## src/rtl/bus_sizer.sv

```systemverilog
module bus_sizer #(
  parameter int AW = 16
) (
  input  logic          clk,
  input  logic          rst_n,
  input  logic          req_valid,
  input  logic [1:0]    req_size,
  input  logic [AW-1:0] req_addr,
  input  logic          req_write,
  input  logic [31:0]   req_wdata,
  output logic          busy,
  output logic          done,
  output logic [31:0]   rdata,
  output logic          bus_strobe,
  output logic          bus_write,
  output logic [AW-1:0] bus_addr,
  output logic [1:0]    bus_size,
  output logic [15:0]   bus_wdata,
  input  logic [15:0]   bus_rdata,
  input  logic [1:0]    bus_ack
);

  logic          busy_q, done_q, wr_q;
  logic [2:0]    rem_q;
  logic [AW-1:0] addr_q;
  logic [31:0]   sh_q, rd_q;

  wire       hit    = busy_q & (|bus_ack);
  wire       wide   = bus_ack[1] & ~addr_q[0] & (rem_q >= 3'd2);
  wire [2:0] step   = wide ? 3'd2 : 3'd1;
  wire [7:0] rbyte  = (bus_ack[1] & addr_q[0]) ? bus_rdata[7:0] : bus_rdata[15:8];
  wire [2:0] nbytes = {~|req_size, req_size};
  wire [5:0] lshift = {3'd4 - nbytes, 3'b000};

  always_ff @(posedge clk) begin
    if (!rst_n) begin
      busy_q <= 1'b0;
      done_q <= 1'b0;
      wr_q   <= 1'b0;
      rem_q  <= '0;
      addr_q <= '0;
      sh_q   <= '0;
      rd_q   <= '0;
    end else begin
      done_q <= 1'b0;
      if (!busy_q && req_valid) begin
        busy_q <= 1'b1;
        wr_q   <= req_write;
        rem_q  <= nbytes;
        addr_q <= req_addr;
        sh_q   <= req_wdata << lshift;
        rd_q   <= '0;
      end else if (hit) begin
        rem_q  <= rem_q - step;
        addr_q <= addr_q + AW'(step);
        sh_q   <= wide ? {sh_q[15:0], 16'h0} : {sh_q[23:0], 8'h0};
        rd_q   <= wide ? {rd_q[15:0], bus_rdata} : {rd_q[23:0], rbyte};
        if (rem_q == step) begin
          busy_q <= 1'b0;
          done_q <= 1'b1;
        end
      end
    end
  end

  assign busy       = busy_q;
  assign done       = done_q;
  assign rdata      = rd_q;
  assign bus_strobe = busy_q;
  assign bus_write  = busy_q & wr_q;
  assign bus_addr   = addr_q;
  assign bus_size   = rem_q[1:0];
  assign bus_wdata  = {sh_q[31:24], (rem_q == 3'd1) ? sh_q[31:24] : sh_q[23:16]};

endmodule

```

## config.mk

```make
export PLATFORM = sky130hd
export DESIGN_NAME = bus_sizer
export DESIGN_NICKNAME = d
export VERILOG_FILES = /design/src/rtl/bus_sizer.sv
export SDC_FILE = /design/constraint.sdc
export NUM_CORES = 1
export LEC_CHECK = 0
export BUFFER_PORTS_ARGS = -buffer_cell sky130_fd_sc_hd__buf_2
export CAP_MARGIN = 40
export CORE_MARGIN = 1.5
export CORE_UTILIZATION = 40
export DETAILED_ROUTE_END_ITERATION = 7
export PLACE_DENSITY = 0.73
export RECOVER_POWER = 50
export SYNTH_ARGS = -nofsm -noshare
export SYNTH_HDL_FRONTEND = slang
export SYNTH_SLANG_ARGS = --single-unit
```

## constraint.sdc

```tcl
create_clock -name clk -period 6.3 [get_ports clk]
set_input_delay 0.945 -clock clk [delete_from_list [all_inputs] [get_ports clk]]
set_output_delay 0.945 -clock clk [all_outputs]
set_load 0.01 [all_outputs]
```

-- Word-level counts from Yosys, hierarchy flattened
Index checks and enable logic that the tools add are counted.
- flip-flop bits (word level): 86
- bits of input ports: 72
- logic and storage cells: 47
- $add $sub $neg: 3
- magnitude comparators: 1
- equality and inequality tests: 2
- shift-type cells: 1
- multiplexer cells: 15
- bitwise operators: 8
- reductions and logical operators: 10
- operator list (kind ; number):
    32-bit 2-to-1 mux ; 4
    16-bit 2-to-1 mux ; 2
    32-bit by 6-bit << shifter with 32-bit output ; 1
    16-bit by 2-bit adder with 16-bit output ; 1
    8-bit 2-to-1 mux ; 2
    3-bit 2-to-1 mux ; 2
    2-bit OR reduction ; 3
    1-bit bitwise AND ; 5
    1-bit 2-to-1 mux ; 4
    2-bit nonzero test ; 2
    3-bit by 1-bit equality test with 1-bit output (second input constant) ; 1
    3-bit by 2-bit equality test with 1-bit output ; 1
    3-bit by 2-bit >= comparator with 1-bit output (second input constant) ; 1
    1-bit inverter ; 3
    3-bit OR reduction ; 1
    3-bit by 2-bit subtractor with 3-bit output ; 1
    3-bit subtractor (first input constant) ; 1
    1-bit zero test ; 2
    2-bit 2-to-1 mux ; 1
    2-bit AND reduction ; 1
    1-bit logical AND ; 1

-- Longest topological paths before layout
- depth after elaboration: 8
- gate-level depth with buffers: 10
- gate-level depth less buffers: 8

-- Worst setup path before layout
Ideal clock, no wire load.
- kind: input-to-reg
- start: in req_size[0]
- end: reg sh_q[0]
- library setup time: 0.065 ns
- data arrival time: 3.014 ns
- required time: 6.235 ns
- path slack: 3.221 ns
- cell stages on the path: 9
- path buffers: 3
- cell sequence: buf_2 clkinv_1 ha_1 buf_2 or3b_2 clkbuf_1 nor2_1 a22oi_1 nor2_1
- word-level cells in the longest chain between the ends: 5
- RTL lines (element ; line ; text):
    start: declaration ; 7 ; input logic [1:0] req_size,
    2-bit OR reduction ; 32 ; wire [2:0] nbytes = {~|req_size, req_size};
    1-bit zero test ; 32 ;
    3-bit subtractor (*) ; 33 ; wire [5:0] lshift = {3'd4 - nbytes, 3'b000};
    32-bit by 6-bit << shifter with 32-bit output (*) ; 51 ; sh_q <= req_wdata << lshift;
    32-bit 2-to-1 mux (*) ; 46 ; if (!busy_q && req_valid) begin
    end signal: assignment ; 51 ;
    end signal: assignment ; 56 ; sh_q <= wide ? {sh_q[15:0], 16'h0} : {sh_q[23:0], 8'h0};
    end: declaration ; 26 ; logic [31:0] sh_q, rd_q;
Mark *: on every way between the ends. The rest lies on a longest branch, timed or not.
A chain may end at the register's enable or synchronous reset.

-- Worst setup path after layout
- start: in rst_n
- end: reg rd_q[14] (netlist: rdata[14])
- word-level cells in the longest chain between the ends: 2
- RTL lines (element ; line ; text):
    start: declaration ; 5 ; input logic rst_n,
    1-bit inverter (no line) ; n/a ;
    2-bit OR reduction (no line) ; n/a ;
    end signal: assignment ; 57 ; rd_q <= wide ? {rd_q[15:0], bus_rdata} : {rd_q[23:0], rbyte};
    end: declaration ; 26 ;
No other way between the ends.

==> impl_metrics.env <==
export IMPL_outcome="finished, violations left"
export IMPL_violations="max-capacitance violations, max-slew violations"
export IMPL_yosysSeqAreaShare_pct=36.6
export IMPL_tritoncts="yes"
export IMPL_dp_hpwl_um=9950
export IMPL_first_iter_violations=398
export IMPL_drt_first_pass_iters=5
export IMPL_root_buffer="clkbuf_16"
export IMPL_grt_usage_pct=21.5
export IMPL_rsz0062_at_grt="false"
export IMPL_core_um2=11400
export IMPL_seq_power_share_pct=42.9
export IMPL_synthTopCellsByArea="dfxtp_1 37%, a211oi_1 6.4%, mux2i_1 5.5%, nand2_1 5.5%, nor2_1 5.5%"
export IMPL_busiest_layer="met2"
export IMPL_numPortBuffers=141
export IMPL_place_area_um2=5400
export IMPL_synth_edf_count=0
export IMPL_synth_area_per_cell_um2=8.10
export IMPL_antenna_found_initial=0
export IMPL_grt_use_met1_pct=29.4
export IMPL_die_h_um=111
export IMPL_timing_setup_tns_ps=0
export IMPL_critPathRequiredTime_ps=6540
export IMPL_cts_sinks=86
export IMPL_syn_nets=657
export IMPL_start_util_pct=41.2
export IMPL_path_max_fanout=40
export IMPL_async_reset_ff_share_pct=0
export IMPL_min_to="wr_q$_SDFFE_PN0P_"
export IMPL_yosysUniqueCellTypes=49
export IMPL_cap_violations=1
export IMPL_layout_min_cycle_time_ps=3640
export IMPL_gp_congestion=0.821
export IMPL_tightest_slew_ps=1710
export IMPL_ioPinCount=142
export IMPL_swShare_pct=32.5
export IMPL_drive_gt1_share_pct=18.1
export IMPL_combPwrFrac_pct=22.8
export IMPL_intPower_uw=998
export IMPL_clockPowerShare_pct=34.4
export IMPL_die_area_um2=12400
export IMPL_grt_pass1_wl_um=21900
export IMPL_crit_type="in2reg"
export IMPL_num_vias=4796
export IMPL_clock_fmax_mhz=275
export IMPL_htreeDepth=3
export IMPL_relSlewSlack_pct=-14.0
export IMPL_routed_wl_um=13700
export IMPL_die_w_um=111
export IMPL_r2r_start="rem_q[1]$_SDFFE_PN0P_"
export IMPL_std_cell_rows=39
export IMPL_peakVddDrop_v=0.000151
export IMPL_synth_seq_cells=86
export IMPL_critPathLaunchType="input pin"
export IMPL_grt_max_degree=56
export IMPL_clk_latency_ps=350
export IMPL_design_area_um2=5600
export IMPL_grt_overflow_total=0
export IMPL_hp_class="reg2reg"
export IMPL_holdPathStages=2
export IMPL_timing_final_max_slew_violations=41
export IMPL_r2r_slack_ps=2980
export IMPL_skew_ps=6.66
export IMPL_via_per_inst=5.79
export IMPL_synth_top_area_share_pct=36.6
export IMPL_antenna_cells=0
export IMPL_yosysWarnings=0
export IMPL_ant_nets=0
export IMPL_clockBufferDepth=2
export IMPL_rr_worst_depth=9
export IMPL_multiInputGateArea_um2=2660
export IMPL_arrival_ps=3880
export IMPL_cts_hold_buf=0
export IMPL_cts_setup_buffers=0
export IMPL_grt_util_met2_pct=33.2
export IMPL_setup_viol=0
export IMPL_syn_area_um2=4700
export IMPL_critPathCaptureType="flop"
export IMPL_wl_per_cell_um=16.6
export IMPL_power_density_nw_per_um2=264
export IMPL_path_clk_slew_ps=60
export IMPL_hold_viol=0
export IMPL_cts_buffers=9
export IMPL_register_area_um2=1720
export IMPL_p_sw_uw=480
export IMPL_cts_resized=0
export IMPL_min_from="wr_q$_SDFFE_PN0P_"
export IMPL_syn_to_final_growth_pct=19.1
export IMPL_use_met3_pct=5.55
export IMPL_layout_nets=758
export IMPL_fin_crit_sh_pct=57.8
export IMPL_drcViolationCount=0
export IMPL_r2r_end="bus_addr[12]$_SDFFE_PN0P_"
export IMPL_synth_top_area_cell="dfxtp_1"
export IMPL_synth_ff_type="dfxtp_1"
export IMPL_fill_cells=1147
export IMPL_first_global_vias=4318
export IMPL_syn_inst=580
export IMPL_p_leak_nw=2.12
-- stage by stage --
stage | cells | power [mW] | util [%] | hold WS, ps | setup WS, ps
5_1_grt | 829 | 1.56 | 49.0 | 485 | 2420
3_3_place_gp | 808 | 0.967 | 46.6 | 438 | 2480
4_1_cts | 829 | 1.49 | 49.8 | 454 | 2710
6_report | 829 | 1.48 | 49.0 | 455 | 2660
2_1_floorplan | 580 | 0.872 | - | 432 | 3220
3_5_place_dp | 813 | 0.987 | 47.3 | 445 | 2350
-- power by group through the flow --
| stage | Combinational (mW) | Clock (mW) | Sequential (mW) |
|---|---|---|---|
| finish | 0.337 | 0.508 | 0.634 |
| global route | 0.372 | 0.544 | 0.640 |
| floorplan | 0.230 | 0 | 0.641 |
| detailed placement | 0.342 | 0 | 0.644 |
| global placement | 0.325 | 0 | 0.641 |
| CTS | 0.345 | 0.517 | 0.632 |
-- registers in the layout, summed over array words and instances (netlist names) --
signal	cells
bus_addr	16
bus_strobe	1
done	1
rdata	32
rem_q	3
sh_q	32
wr_q	1
-- how the worst max path moves through the flow --
| stage | slack, ps | endpoint | start | cells after the start |
|---|---|---|---|---|
| 4_1_cts | 2710 | sh_q[5]$_SDFFE_PN0P_ | req_size[0] | 7 |
| 5_1_grt | 2420 | sh_q[5]$_SDFFE_PN0P_ | req_size[0] | 7 |
| 2_1_floorplan | 3220 | sh_q[0]$_SDFFE_PN0P_ | req_size[0] | 9 |
| 6_report | 2660 | rdata[14]$_SDFFE_PP0P_ | rst_n | 4 |
| 3_5_place_dp | 2350 | sh_q[5]$_SDFFE_PN0P_ | req_size[0] | 7 |
| 3_3_place_gp | 2480 | sh_q[0]$_SDFFE_PN0P_ | req_size[0] | 7 |
-- per-layer routing --
| layer | vias to the layer above | share of wire, % |
|---|---|---|
| met1 | 2243 | 46 |
| li1 | 2332 | - |
| met3 | 21 | 6.9 |
| met2 | 200 | 45 |
| met4 | 0 | 1.8 |
| met5 | - | 0 |
-- worst max-delay path: stages --
cell,delay [ps]
clkbuf_1,1200
nand2_1,860
clkbuf_1,520
a311oi_1,340
-- synthesized netlist by cell type, drive strengths merged, types with 4 or more instances --
library cell / number
xnor2: 9
mux2: 14
buf: 28
ha: 4
a211oi: 40
clkbuf: 31
inv: 8
dfxtp: 86
mux2i: 26
a22oi: 8
nand3: 22
nor3: 11
nand2: 69
nor4: 5
a311oi: 25
o21ai: 21
and3: 16
o31ai: 19
nor2: 69
a21oi: 29
a221oi: 6
-- logic make-up (layout without fill, tap and decap cells) --
| kind of cell | count (synthesis) | count (layout) | synth area share, % |
|---|---|---|---|
| xor gates and xnor gates | 9 | 9 | 1.68 |
| adders and majority gates | 5 | 5 | 1.49 |
| and+or+nand+nor | 212 | 212 | 20.5 |
| muxes | 40 | 40 | 8.89 |
| AOI/OAI and AO/OA | 160 | 160 | 24.0 |
| buffers and inverters | 68 | 174 | 6.74 |
| DFF | 86 | 86 | 36.6 |
-- layout by cell type, fill, tap and decap left out, types with 2 or more instances in the layout --
master       n
dfxtp_1     86
buf_2       79
nand2_1     69
nor2_1      69
clkbuf_1    63
a211oi_1    40
a21oi_1     29
mux2i_1     26
a311oi_1    25
nand3_1     22
o21ai_0     21
o31ai_1     18
and3_1      16
mux2_2      14
nor3_1      10
xnor2_1      9
clkbuf_16    9
a22oi_1      8
inv_1        7
a221oi_1     6
nor4_1       5
buf_4        5
ha_1         4
nor3b_1      3
or3_1        3
nor4b_1      3
clkinvlp_4   3
o211ai_1     2
nand4_1      2
or4_1        2
a31oi_1      2
inv_6        2
-- cell type report --
cell class              instances  share of cell area [%]
multi-input cells             426                    47.6
flip-flops and latches         86                    30.8
repair buffers                149                    12.8
clock buffers                  10                    4.27
well taps                     143                    3.20
clock inverters                 6                   0.805
inverters                       9                   0.603
No activity file was read; power rests on OpenSTA's default activity.
